--- src/rtl/pio_pkg.sv ---
package pio_pkg;

  localparam int ADDR_CTRL  = 0;
  localparam int ADDR_DIR   = 1;
  localparam int ADDR_OUT   = 2;
  localparam int ADDR_PIN   = 3;
  localparam int ADDR_CATCH = 4;
  localparam int ADDR_INTST = 5;
  localparam int ADDR_CAP   = 6;

  localparam int CTRL_W      = 4;
  localparam int CB_PORT_EN  = 0;
  localparam int CB_HS_EN    = 1;
  localparam int CB_INT_EN   = 2;
  localparam int CB_REQ_EN   = 3;

  localparam int IB_IP  = 0;
  localparam int IB_IUS = 1;

  typedef enum logic [1:0] {
    HS_IDLE  = 2'd0,
    HS_ARMED = 2'd1,
    HS_ACK   = 2'd2
  } hs_state_t;

endpackage

--- src/rtl/pio_rst_sync.sv ---
module pio_rst_sync #(
  parameter int STAGES = 2
) (
  input  logic clk,
  input  logic rst_n,
  output logic srst_n
);

  logic [STAGES-1:0] chain_q;
  logic [STAGES-1:0] chain_d;

  always_comb begin
    chain_d = {chain_q[STAGES-2:0], 1'b1};
  end

  always_ff @(posedge clk or negedge rst_n) begin
    if (!rst_n) begin
      chain_q <= '0;
    end else begin
      chain_q <= chain_d;
    end
  end

  assign srst_n = chain_q[STAGES-1];

endmodule

--- src/rtl/pio_catchers.sv ---
module pio_catchers #(
  parameter int DW = 8
) (
  input  logic          clk,
  input  logic          rst_n,
  input  logic          arm,
  input  logic [DW-1:0] drive_mask,
  input  logic [DW-1:0] pin,
  input  logic          clr_wr,
  input  logic [DW-1:0] clr_data,
  output logic [DW-1:0] catch_q,
  output logic          any_set
);

  logic [DW-1:0] pin_q;
  logic [DW-1:0] set_vec;
  logic [DW-1:0] catch_d;

  always_ff @(posedge clk or negedge rst_n) begin
    if (!rst_n) begin
      pin_q <= '0;
    end else begin
      pin_q <= pin;
    end
  end

  for (genvar b = 0; b < DW; b++) begin : g_bit
    always_comb begin
      set_vec[b] = arm && !drive_mask[b] && pin[b] && !pin_q[b];
      if (!arm) begin
        catch_d[b] = 1'b0;
      end else if (set_vec[b]) begin
        catch_d[b] = 1'b1;
      end else if (clr_wr && !clr_data[b]) begin
        catch_d[b] = 1'b0;
      end else begin
        catch_d[b] = catch_q[b];
      end
    end

    always_ff @(posedge clk or negedge rst_n) begin
      if (!rst_n) begin
        catch_q[b] <= 1'b0;
      end else begin
        catch_q[b] <= catch_d[b];
      end
    end
  end

  assign any_set = |set_vec;

endmodule

--- src/rtl/pio_handshake.sv ---
module pio_handshake
  import pio_pkg::*;
(
  input  logic clk,
  input  logic rst_n,
  input  logic run,
  input  logic strobe,
  output logic ack,
  output logic cap_pulse
);

  hs_state_t state_q;
  hs_state_t state_d;
  logic      stb_q;
  logic      stb_rise;

  assign stb_rise = strobe && !stb_q;

  always_comb begin
    state_d   = state_q;
    cap_pulse = 1'b0;
    if (!run) begin
      state_d = HS_IDLE;
    end else begin
      unique case (state_q)
        HS_IDLE:  state_d = HS_ARMED;
        HS_ARMED: begin
          if (stb_rise) begin
            state_d   = HS_ACK;
            cap_pulse = 1'b1;
          end
        end
        HS_ACK: begin
          if (!strobe) begin
            state_d = HS_ARMED;
          end
        end
        default: state_d = HS_IDLE;
      endcase
    end
  end

  always_ff @(posedge clk or negedge rst_n) begin
    if (!rst_n) begin
      state_q <= HS_IDLE;
      stb_q   <= 1'b0;
    end else begin
      state_q <= state_d;
      stb_q   <= strobe;
    end
  end

  assign ack = (state_q == HS_ACK);

endmodule

--- src/rtl/pio_section.sv ---
module pio_section
  import pio_pkg::*;
#(
  parameter int DW          = 8,
  parameter int AW          = 3,
  parameter int SYNC_STAGES = 2
) (
  input  logic          clk,
  input  logic          rst_n,
  input  logic          bus_wr,
  input  logic          bus_rd,
  input  logic [AW-1:0] bus_addr,
  input  logic [DW-1:0] bus_wdata,
  output logic [DW-1:0] bus_rdata,
  input  logic [DW-1:0] pad_in,
  output logic [DW-1:0] pad_out,
  output logic [DW-1:0] pad_oe,
  input  logic          hs_strobe,
  output logic          hs_ack,
  output logic          req_out,
  output logic          int_req
);

  logic srst_n;

  logic [CTRL_W-1:0] ctrl_q, ctrl_d;
  logic [DW-1:0]     dir_q, dir_d;
  logic [DW-1:0]     out_q, out_d;
  logic [DW-1:0]     oe_q, oe_d;
  logic [DW-1:0]     cap_q, cap_d;
  logic              cap_full_q, cap_full_d;
  logic              ip_q, ip_d;
  logic              ius_q, ius_d;

  logic wr_ctrl, wr_dir, wr_out, wr_catch, wr_intst, rd_cap;
  logic port_en, hs_en, int_en, req_en;
  logic [DW-1:0] catch_q;
  logic catch_evt;
  logic cap_pulse;

  pio_rst_sync #(.STAGES(SYNC_STAGES)) u_rst (
    .clk    (clk),
    .rst_n  (rst_n),
    .srst_n (srst_n)
  );

  assign wr_ctrl  = bus_wr && (bus_addr == AW'(ADDR_CTRL));
  assign wr_dir   = bus_wr && (bus_addr == AW'(ADDR_DIR));
  assign wr_out   = bus_wr && (bus_addr == AW'(ADDR_OUT));
  assign wr_catch = bus_wr && (bus_addr == AW'(ADDR_CATCH));
  assign wr_intst = bus_wr && (bus_addr == AW'(ADDR_INTST));
  assign rd_cap   = bus_rd && (bus_addr == AW'(ADDR_CAP));

  assign port_en = ctrl_q[CB_PORT_EN];
  assign hs_en   = ctrl_q[CB_HS_EN];
  assign int_en  = ctrl_q[CB_INT_EN];
  assign req_en  = ctrl_q[CB_REQ_EN];

  pio_catchers #(.DW(DW)) u_catch (
    .clk        (clk),
    .rst_n      (srst_n),
    .arm        (port_en),
    .drive_mask (dir_q),
    .pin        (pad_in),
    .clr_wr     (wr_catch),
    .clr_data   (bus_wdata),
    .catch_q    (catch_q),
    .any_set    (catch_evt)
  );

  pio_handshake u_hs (
    .clk       (clk),
    .rst_n     (srst_n),
    .run       (port_en && hs_en),
    .strobe    (hs_strobe),
    .ack       (hs_ack),
    .cap_pulse (cap_pulse)
  );

  // next-state logic
  always_comb begin
    ctrl_d     = wr_ctrl ? bus_wdata[CTRL_W-1:0] : ctrl_q;
    dir_d      = wr_dir  ? bus_wdata : dir_q;
    out_d      = wr_out  ? bus_wdata : out_q;
    oe_d       = port_en ? dir_q : '0;

    cap_d      = cap_q;
    cap_full_d = cap_full_q;
    if (cap_pulse) begin
      cap_d      = pad_in;
      cap_full_d = 1'b1;
    end else if (rd_cap) begin
      cap_full_d = 1'b0;
    end

    ip_d  = ip_q;
    ius_d = ius_q;
    if (wr_intst) begin
      ip_d  = bus_wdata[IB_IP];
      ius_d = bus_wdata[IB_IUS];
    end else if (port_en && (catch_evt || cap_pulse)) begin
      ip_d = 1'b1;
    end
  end

  // registers
  always_ff @(posedge clk or negedge srst_n) begin
    if (!srst_n) begin
      ctrl_q     <= '0;
      dir_q      <= '0;
      out_q      <= '0;
      oe_q       <= '0;
      cap_q      <= '0;
      cap_full_q <= 1'b0;
      ip_q       <= 1'b0;
      ius_q      <= 1'b0;
    end else begin
      ctrl_q     <= ctrl_d;
      dir_q      <= dir_d;
      out_q      <= out_d;
      oe_q       <= oe_d;
      cap_q      <= cap_d;
      cap_full_q <= cap_full_d;
      ip_q       <= ip_d;
      ius_q      <= ius_d;
    end
  end

  // read mux
  always_comb begin
    bus_rdata = '0;
    unique case (bus_addr)
      AW'(ADDR_CTRL):  bus_rdata = DW'(ctrl_q);
      AW'(ADDR_DIR):   bus_rdata = dir_q;
      AW'(ADDR_OUT):   bus_rdata = out_q;
      AW'(ADDR_PIN):   bus_rdata = pad_in;
      AW'(ADDR_CATCH): bus_rdata = catch_q;
      AW'(ADDR_INTST): bus_rdata = DW'({ius_q, ip_q});
      AW'(ADDR_CAP):   bus_rdata = cap_q;
      default:         bus_rdata = '0;
    endcase
  end

  assign pad_out = out_q;
  assign pad_oe  = oe_q;
  assign req_out = port_en && req_en && cap_full_q;
  assign int_req = ip_q && int_en && !ius_q;

endmodule

--- config.mk ---
export PLATFORM = sky130hd
export DESIGN_NAME = pio_section
export DESIGN_NICKNAME = d
export VERILOG_FILES = /design/src/rtl/pio_pkg.sv /design/src/rtl/pio_rst_sync.sv /design/src/rtl/pio_catchers.sv /design/src/rtl/pio_handshake.sv /design/src/rtl/pio_section.sv
export SDC_FILE = /design/constraint.sdc
export NUM_CORES = 1
export LEC_CHECK = 0
export ABC_AREA = 1
export CAP_MARGIN = 20
export CORE_MARGIN = 1
export CORE_UTILIZATION = 57
export CTS_BUF_LIST = sky130_fd_sc_hd__clkbuf_2 sky130_fd_sc_hd__clkbuf_4 sky130_fd_sc_hd__clkbuf_8
export CTS_CLUSTER_SIZE = 16
export DETAILED_ROUTE_END_ITERATION = 8
export PLACE_DENSITY = 0.87
export SLEW_MARGIN = 20
export SYNTH_ARGS = -nofsm -noshare
export SYNTH_HDL_FRONTEND = slang
export SYNTH_SLANG_ARGS = --single-unit
--- constraint.sdc ---
create_clock -name clk -period 2.93 [get_ports clk]
set_input_delay 0.586 -clock clk [delete_from_list [all_inputs] [get_ports clk]]
set_output_delay 0.586 -clock clk [all_outputs]
set_load 0.01 [all_outputs]
==> metrics, run 1 <==
Initial Util=59.92%; maximum clock path buffer count=2; leading cell type in the layout, fill and taps excluded=nand2_1; Avg WL per Cell=15.36 µm; placed cell area=3256 µm²; first drt pass iteration count=5; Post-CTS Setup Bufs=0; reg-to-reg critical path startpoint=ctrl_q[0]; P_leak=0.001862 µW; mapped cell area=2645 µm²; Power Density=644.8 nW/µm²; flop-to-flop setup slack=0.98 ns; worst-skew pair later-pin latency=0.35 ns; endpoints failing hold=0; number of synthesized register bits=60; CP arrival=2.22 ns; post-synth net total=348; Syn Area/Cell=8.164 µm²; final net count=414; kind of critical path=in -> out; ANT cells=0; ANT nets after route=0; vias in the first global route=2,321; Crit. Startpoint=bus_addr[1]; CTS tree=done; Synth cell types=19; Sink Count=60; crit end category=output port; Setup crit start kind=primary input; Core Region=4414 µm²; cell mode on critical path=inv_1; R2R cell count=7; flip-flop and latch area=1503 µm²; max_cap viols=0; area occupied by multi-input gates=943.4 µm²; final worst-path cycle share=95.73%; Max Transition Viols Final=0; largest stage delay on the critical path=0.46 ns; Max Fclk=356.5 MHz; gpl congestion=0.9200; Worst VDD drop=0.0005298 V; Pwr Total=2240 µW; Seq/Total Area, Yosys=56.76%; CP max stage cell=clkdlybuf4s50_1; # hold bufs at CTS=0; Slew headroom=62.81%; Least-Margin Pin Slew=0.5564 ns; Post-Syn Instances=324; HP Class=reg -> async; clock root cell=clkbuf_8; Ports=51; largest area contributor in the netlist=dfrtp_1; Die Area=4917 µm²; antenna violations before repair=0; H-tree depth=3; Final Setup Violations=0; reg-to-reg endpoint=ip_q; PortBufs=50; most frequent cells in the layout=nand2_1 (120), dfrtp_1 (59), clkdlybuf4s50_1 (42); CP max FO=5; clk slew on worst S/H paths=0.07 ns; area delta synth->final=31.36%; chain of cells forming the critical path=clkdlybuf4s50_1, inv_1, nor2_1, nand2_1, inv_1, buf_4, a21oi_1, nand3_1, dlygate4sd2_1; Tot GR Track Use=29.81%; design area=3475 µm²; clock buffer count from CTS=9; RSZ-0062 raised after global routing=false; Yosys warnings=0; Post-route DRC=0; Final HPWL DP=4663 µm; largest net degree at the start of global routing=34; first-pass GRT wire length=10,920 µm; DR vias=2,452; # rows=24; routed wire length=6866 µm; die height=70.12 µm; drt initial violations=208; status=finished clean; vias per cell=5.485; Worst Skew=0.005714 ns; min Tclk post-route=2.805 ns; Critical Path RT=2.34 ns; Synth area leaders=dfrtp_1 (57%), nand2_1 (17%), o21ai_0 (7.0%), inv_1 (5.4%), nand3_1 (3.8%); Synth top area share=56.76%; Filler cells=317; die width=70.12 µm; GR Overflow Total=0; layout cells sized above 1=8.861%; Worst Setup EP=bus_rdata[7]
[cells by family after synthesis]
logic type / Yosys count / synth area share (%)
compound gates: 43 / 8.136
buf+inv: 47 / 7.569
flops: 60 / 56.76
other cells: 1 / 0.1418
simple gates: 173 / 27.39
[how the worst min path moves through the flow]
stage                             endpoint  slack (ns)  depth (start not counted)        startpoint
after CTS                       pad_out[3]        0.28                          0  u_rst.chain_q[1]
after detailed placement         pad_oe[7]        0.27                          0  u_rst.chain_q[1]
final                             dir_q[3]        0.25                          0  u_rst.chain_q[1]
after floorplan           u_rst.chain_q[0]        0.29                          0             rst_n
after global placement           pad_oe[6]        0.26                          0  u_rst.chain_q[1]
after global routing             pad_oe[7]        0.31                          0  u_rst.chain_q[1]
[per-stage QoR]
step | utilization, % | setup TNS (ns) | setup WS (ns) | hold slack (ns) | instances
floorplan | - | 0 | 0.9955 | 0.2904 | 324
global placement | 73.75 | -0.03388 | -0.02240 | 0.2580 | 431
detailed placement | 73.75 | -0.07843 | -0.02780 | 0.2709 | 431
CTS | 78.71 | 0 | 0.1431 | 0.2768 | 447
global route | 78.71 | 0 | 0.06496 | 0.3064 | 447
finish | 78.71 | 0 | 0.1251 | 0.2520 | 447
[repair_timing]
item | CTS | global route
endpoints found under the setup margin | 7 | 0
resized for setup | 9 | 0
endpoints found under the hold margin | 0 | 0
[metal layers]
metal  part of all wire (%)  global-route usage (%)  vias up
li1                       -                       -     1141
met1                     40                   36.26     1159
met2                     50                   50.21      126
met3                    7.2                   7.071       26
met4                    3.3                   13.78        0
met5                      0                       0        -
[Yosys cell counts]
library cell / number
nor3_2: 1
o21ai_0: 37
nor3_4: 2
nor2_1: 24
and2_1: 1
buf_4: 1
nand2_4: 1
nand3_1: 20
nor3_1: 1
buf_1: 1
inv_1: 38
conb_1: 1
buf_2: 4
nand4_1: 3
nand2_1: 120
buf_6: 2
dfrtp_1: 60
inv_2: 1
a21oi_1: 6
[critical path, delay by kind of cell]
| kind | cells | cell delay, ns |
|---|---|---|
| buffers and inverters | 5 | 1.18 |
| and+or+nand+nor | 3 | 0.25 |
| AOI/OAI and AO/OA | 1 | 0.19 |
[where the power goes]
part | total [µW] | internal, µW | switching [µW]
Clock | 841 | 500 | 341
Combinational | 374 | 177 | 196
Sequential | 1030 | 931 | 94.9
Total | 2240 | 1610 | 632
[cell type report]
type                            instances  area share [%]
Tap cell                               52           1.873
Timing Repair Buffer                   63           17.03
Clock buffer                           10           3.961
Inverter                               39           4.213
Multi-Input combinational cell        217           27.15
Clock inverter                          6           2.521
Sequential cell                        60           43.25
[sequential cells by signal (all words and copies together), names as in the netlist]
signal,flops
cap_q,8
dir_q,8
pad_oe,8
pad_out,8
u_catch.catch_q,8
u_catch.pin_q,8
ctrl_q,4
u_hs.state_q,2
u_rst.chain_q,2
cap_full_q,1
ip_q,1
ius_q,1
u_hs.stb_q,1
No activity file was read; power rests on OpenSTA's default activity.
==> inputs of run 2 (changes only) <==
--- a/config.mk
+++ b/config.mk
@@ -5,14 +5,13 @@
 export SDC_FILE = /design/constraint.sdc
 export NUM_CORES = 1
 export LEC_CHECK = 0
-export ABC_AREA = 1
 export CAP_MARGIN = 20
 export CORE_MARGIN = 1
-export CORE_UTILIZATION = 57
+export CORE_UTILIZATION = 58
 export CTS_BUF_LIST = sky130_fd_sc_hd__clkbuf_2 sky130_fd_sc_hd__clkbuf_4 sky130_fd_sc_hd__clkbuf_8
 export CTS_CLUSTER_SIZE = 16
 export DETAILED_ROUTE_END_ITERATION = 8
-export PLACE_DENSITY = 0.87
+export PLACE_DENSITY = 0.88
 export SLEW_MARGIN = 20
 export SYNTH_ARGS = -nofsm -noshare
 export SYNTH_HDL_FRONTEND = slang
==> run 2 against run 1 <==
Compared with the run above: synthesized cell count fell by 36%; clock-buffer cell count grew 3; worst setup slack got worse by 0.038 ns; critical path depth decreased by 2; routed wire length down 12%; clock power down 26%; sequential power increased by 5%; combinational power grew 38%; register-to-register slack improved by 0.22 ns; sequential share of layout area about the same; first-iteration DRC count is 62% lower; worst hold slack gained 0.032 ns; largest power group unchanged.
==> metrics, run 2 <==
maximum clock path buffer count=2 (unchanged); Power Density=638.9 nW/µm² (-0.90%); Post-synth EDFFs=0 (unchanged); Critical Path RT=2.34 ns (about the same); Setup crit start kind=primary input; # hold bufs at CTS=0 (unchanged); fin cells=327 (-27%); layout cells sized above 1=25.45% (+17 points); vias in the first global route=2,028 (-13%); worst-skew pair later-pin latency=0.33 ns (-0.02 ns); max_cap viols=0 (unchanged); number of synthesized register bits=60 (unchanged); crit end category=output port; drt initial violations=79 (-62%); Die Area=4881 µm² (-0.73%); clock root cell=clkbuf_8; H-tree depth=3 (unchanged); Setup TNS=0 ns (unchanged); Least-Margin Pin Slew=0.6150 ns (+0.05854 ns); largest stage delay on the critical path=0.50 ns (+0.04 ns); CTS tree=done; DR vias=1,946 (-21%); Max Transition Viols Final=0 (unchanged); Ports=51 (unchanged); # rows=24 (unchanged); most frequent cells in the layout=dfrtp_1 (59), clkdlybuf4s50_1 (42), mux2_2 (30); top-count cell post-synth=dfrtp_1; largest area contributor in the netlist=dfrtp_1; post-synth net total=231 (-34%); Worst VDD drop=0.0004405 V (-17%); PortBufs=50 (unchanged); kind of critical path=in -> out; DP Worst Slack=-0.07080 ns (-0.04300 ns); area delta synth->final=30.12%; Synth area leaders=dfrtp_1 (56%), mux2_2 (13%), mux2i_1 (3.4%), mux4_2 (2.5%), a21oi_1 (1.9%); final worst-path cycle share=97.02% (+1.3 points); design area=3476 µm² (about the same); min Tclk post-route=2.843 ns (+0.03768 ns); placed cell area=3309 µm² (+1.7%); leading cell type in the layout, fill and taps excluded=dfrtp_1; CP max FO=6 (+1); vias per cell=5.951 (+8.5%); clock buffer count from CTS=9 (unchanged); chain of cells forming the critical path=clkdlybuf4s50_1, buf_4, and2b_1, a22o_1, a21oi_1, o21ai_0, dlygate4sd2_1; Core Region=4384 µm² (-0.68%); HP Class=reg -> async; async set or reset register ratio after synthesis=100.0% (unchanged); Setup WS post-layout=0.08740 ns (-0.03768 ns); Crit. Startpoint=bus_addr[0]; Seq/Total Area, Yosys=56.21% (-0.56 points); Syn Area/Cell=12.90 µm² (+58%); endpoints failing hold=0 (unchanged); largest net degree at the start of global routing=31 (-8.8%); Synth cell types=46 (+27); Post-Syn Instances=207 (-36%); GR Overflow Total=0 (unchanged); ANT cells=0 (unchanged); routed wire length=6016 µm (-12%); Synth top cells by count=dfrtp_1 (60), mux2_2 (30), a21oi_1 (10); mapped cell area=2671 µm² (+0.99%); clk slew on worst S/H paths=0.06 ns (about the same); reg-to-reg critical path startpoint=ctrl_q[0]; Sink Count=60 (unchanged); Post-CTS Setup Bufs=0 (unchanged); RSZ-0062 raised after global routing=false; status=finished clean; first-pass GRT wire length=10,180 µm (-6.7%); Final HPWL DP=4264 µm (-8.6%); final net count=297 (-28%); Tot GR Track Use=28.03% (-1.8 points); die height=69.87 µm (-0.36%); Max Fclk=351.8 MHz (-1.3%); CP max stage cell=clkdlybuf4s50_1; Initial Util=60.93% (+1.0 points); ANT nets after route=0 (unchanged); gpl congestion=0.8788 (-4.5%); CP arrival=2.26 ns (+0.04 ns); Post-route DRC=0 (unchanged); die width=69.87 µm (-0.36%); first drt pass iteration count=4 (-1); Main synth FF type=dfrtp_1; Post-Place Cells=314 (-27%); Synth top area share=56.21% (-0.56 points); Final Setup Violations=0 (unchanged); P_leak=0.001581 µW (-15%); Avg WL per Cell=18.40 µm (+20%); Yosys warnings=0 (unchanged); antenna violations before repair=0 (unchanged); Worst Skew=0.003713 ns (-0.002000 ns); Slew headroom=59.00% (-3.8 points)
[run 2: changes by cell type in the layout (fill, tap and decap cells not counted), sizes merged, moves of 5 or more]
cell	delta
and2	+7
inv	-35
mux2	+30
mux2i	+9
nand2	-115
nand3	-15
nor2	-14
o211ai	+5
o21ai	-33
[run 2: layout make-up]
class                           instances  area (µm²)
Clock buffer                           13       160.2
Tap cell                               52       65.06
Sequential cell                        60        1503
Timing Repair Buffer                   65       623.1
Multi-Input combinational cell        133        1110
Fill cell                             292       908.4
Inverter                                4       15.01
[run 2: per-layer routing]
metal  part of all wire, %  global-route usage, %  vias to the layer above
li1                      -                      -                      882
met1                    42                  36.74                      986
met2                    51                  43.48                       60
met3                   4.9                  6.926                       18
met4                   2.6                  14.67                        0
met5                     0                      0                        -
[run 2: kinds of logic (layout without fill, tap and decap cells)]
kind of cell           after synthesis  count (layout)  synth area share [%]
AO/OA/AOI/OAI                       37              37                 9.134
buffers and inverters               14              82                 2.576
flip-flops                          60              60                 56.21
multiplexers                        42              42                 18.55
other                                1               1                0.1404
AND/OR/NAND/NOR                     53              53                 13.40
[run 2: stage by stage]
stage               hold WS, ns  util (%)  power (µW)
detailed placement       0.3020     75.49        1617
global placement         0.3003     75.49        1588
global route             0.3473     79.28        2331
finish                   0.2845     79.28        2221
CTS                      0.3055     79.22        2239
floorplan                0.2904         -        1353
[run 2: worst max-delay path: cells and delay by family]
| family | cells | cell delay, ns |
|---|---|---|
| buf+inv | 3 | 0.95 |
| compound gates | 3 | 0.48 |
| simple gates | 1 | 0.24 |
[run 2: path summary, 6_finish.rpt]
path,slack (ns),to,depth (start not counted)
max,0.09,bus_rdata[1],7
min,0.28,cap_q[5],0
max reg2reg,1.20,cap_q[5],4
min reg2reg,0.28,cap_q[5],0
max in group asynchronous,1.83,u_catch.catch_q[1],1
min in group clk,0.36,u_rst.chain_q[1],0
[run 2: repair_timing]
item / in CTS / in global routing
pin swaps: 0 / 0
endpoints found under the setup margin: 8 / 1
endpoints found under the hold margin: 0 / 0
gates resized for setup: 10 / 1
[run 2: power by group]
part | switching (µW) | internal, µW | leakage [µW]
combinational | 212 | 305 | 0.000744
sequential | 105 | 974 | 0.000751
clock | 281 | 344 | 0.0000857
==> inputs of run 3 (changes only) <==
--- a/config.mk
+++ b/config.mk
@@ -7,11 +7,12 @@
 export LEC_CHECK = 0
 export CAP_MARGIN = 20
 export CORE_MARGIN = 1
-export CORE_UTILIZATION = 58
+export CORE_UTILIZATION = 60
 export CTS_BUF_LIST = sky130_fd_sc_hd__clkbuf_2 sky130_fd_sc_hd__clkbuf_4 sky130_fd_sc_hd__clkbuf_8
 export CTS_CLUSTER_SIZE = 16
 export DETAILED_ROUTE_END_ITERATION = 8
-export PLACE_DENSITY = 0.88
+export DONT_BUFFER_PORTS = 1
+export PLACE_DENSITY = 0.76
 export SLEW_MARGIN = 20
 export SYNTH_ARGS = -nofsm -noshare
 export SYNTH_HDL_FRONTEND = slang
==> run 3 against run 2 <==
Compared with the run above: clock-buffer cell count grew 2; first-iteration DRC count grew 5.1%; clock power grew 12%; critical path depth shrank 4; sequential share of layout area grew 8.5 points; design area shrank 16%; power shrank 4.8%; combinational power shrank 42%; highest routed layer unchanged.
==> metrics, run 3 (synthesis gave the netlist of run 2 again) <==
crit end category=output port; Post-CTS Setup Bufs=0 (unchanged); H-tree depth=3 (unchanged); layout cells sized above 1=27.19% (+1.7 points); Post-route DRC=0 (unchanged); Initial Util=64.46% (+3.5 points); cell mode on critical path=a21oi_1; kind of critical path=in -> out; reg-to-reg endpoint=cap_q[2]; final net count=236 (-21%); Max Fclk=458.7 MHz (+30%); Crit path buffers/inverters=0 (-3); # rows=23 (-4.2%); Die Area=4723 µm² (-3.2%); area delta synth->final=8.806%; Core Region=4144 µm² (-5.5%); largest stage delay on the critical path=0.49 ns (about the same); clock root cell=clkbuf_8; Sink Count=60 (unchanged); Avg WL per Cell=20.98 µm (+14%); largest net degree at the start of global routing=44 (+42%); vias in the first global route=1,633 (-19%); clock buffer count from CTS=9 (unchanged); Pwr Total=2113 µW (-4.8%); clk slew on worst S/H paths=0.06 ns (about the same); GR Overflow Total=0 (unchanged); Power Density=727.1 nW/µm² (+14%); Ports=51 (unchanged); Worst VDD drop=0.0004700 V (+6.7%); Hold EP=u_catch.pin_q[7]; Setup TNS=0 ns (unchanged); max_cap viols=0 (unchanged); maximum clock path buffer count=2 (unchanged); worst-skew pair later-pin latency=0.34 ns (about the same); Least-Margin Pin Slew=0.8815 ns (+0.2665 ns); hold depth=0; die width=68.73 µm (-1.6%); gpl congestion=0.8430 (-4.1%); routed wire length=5602 µm (-6.9%); Final Setup Violations=0 (unchanged); endpoints failing hold=0 (unchanged); CP max stage cell=nor2b_1; leading cell type in the layout, fill and taps excluded=dfrtp_1; R2R cell count=4 (unchanged); chain of cells forming the critical path=nor2b_1, a21oi_1, a21oi_1; ANT cells=0 (unchanged); drt initial violations=83 (+5.1%); vias per cell=6.457 (+8.5%); hold_sp=pad_in[7]; Setup crit start kind=primary input; HP Class=in -> reg; CP arrival=1.59 ns (-0.67 ns); DR vias=1,724 (-11%); RSZ-0062 raised after global routing=false; status=finished clean; CTS tree=done; first drt pass iteration count=5 (+1); crit-path leading delay family=compound AO/OA/AOI/OAI gates; first-pass GRT wire length=8514 µm (-16%); Critical Path RT=2.34 ns (about the same); antenna violations before repair=0 (unchanged); Slew headroom=41.23% (-18 points); reg-to-reg critical path startpoint=ctrl_q[0]; most frequent cells in the layout=dfrtp_1 (59), mux2_2 (30), clkbuf_8 (12); Tot GR Track Use=27.08% (-0.95 points); Max Transition Viols Final=0 (unchanged); min Tclk post-route=2.180 ns (-0.6626 ns); P_leak=0.001311 µW (-17%); Worst Skew=0.006847 ns (+0.003134 ns); PortBufs=0 (-100%); ANT nets after route=0 (unchanged); die height=68.73 µm (-1.6%); Final HPWL DP=3761 µm (-12%); flop-to-flop setup slack=1.03 ns (-0.17 ns); final worst-path cycle share=74.40% (-23 points); CP max FO=16 (+10)
-- run 3: cell types whose count changed in the layout (fill, tap and decap cells not counted), sizes merged --
cell           change
buf               -12
dlymetal6s2s       -1
clkbuf             +2
clkinv             +1
clkdlybuf4s50     -42
dlygate4sd2        -7
dlygate4sd3        +1
-- run 3: worst max-delay path by stage --
stage | to | depth (start not counted) | slack [ns] | from
after global routing | bus_rdata[7] | 3 | 0.67 | bus_addr[0]
after global placement | bus_rdata[1] | 4 | 0.82 | bus_addr[0]
final | bus_rdata[7] | 3 | 0.75 | bus_addr[0]
after floorplan | bus_rdata[6] | 5 | 0.85 | bus_addr[0]
after detailed placement | bus_rdata[7] | 3 | 0.78 | bus_addr[0]
after CTS | bus_rdata[7] | 3 | 0.78 | bus_addr[0]
-- run 3: per-layer routing --
metal / vias up / part of all wire, % / track usage, %
li1: 763 / - / -
met1: 898 / 39 / 32.24
met2: 56 / 52 / 42.52
met3: 7 / 7.6 / 14.14
met4: 0 / 1.3 / 8.418
met5: - / 0 / 0
-- run 3: per-stage QoR --
step	setup slack (ns)	util (%)	std cells	instance area (µm²)	hold slack (ns)
2_1_floorplan	0.8455	-	207	2671	0.2904
3_3_place_gp	0.8201	65.25	250	2704	0.2905
3_5_place_dp	0.7837	65.25	250	2704	0.2905
4_1_cts	0.7790	70.14	267	2907	0.2501
5_1_grt	0.6671	70.14	267	2907	0.2401
6_report	0.7500	70.14	267	2907	0.2672
-- run 3: repair_timing --
item / CTS / global route
gates resized for setup: 0 / 0
hold buffers: 1 / 0
hold endpoints to repair: 2 / 0
-- run 3: final cells by class --
class,count,area (µm²)
Inverter,4,15.01
Fill cell,310,1237
Sequential cell,60,1503
Clock inverter,1,5.005
Multi-Input combinational cell,133,1101
Timing Repair Buffer,4,32.53
Clock buffer,15,187.7
Tap cell,50,62.56
-- run 3: power breakdown --
group	internal (µW)	switching, µW	total (µW)
Combinational	171	129	299
Sequential	974	139	1110
Clock	403	298	701
Total	1550	566	2110
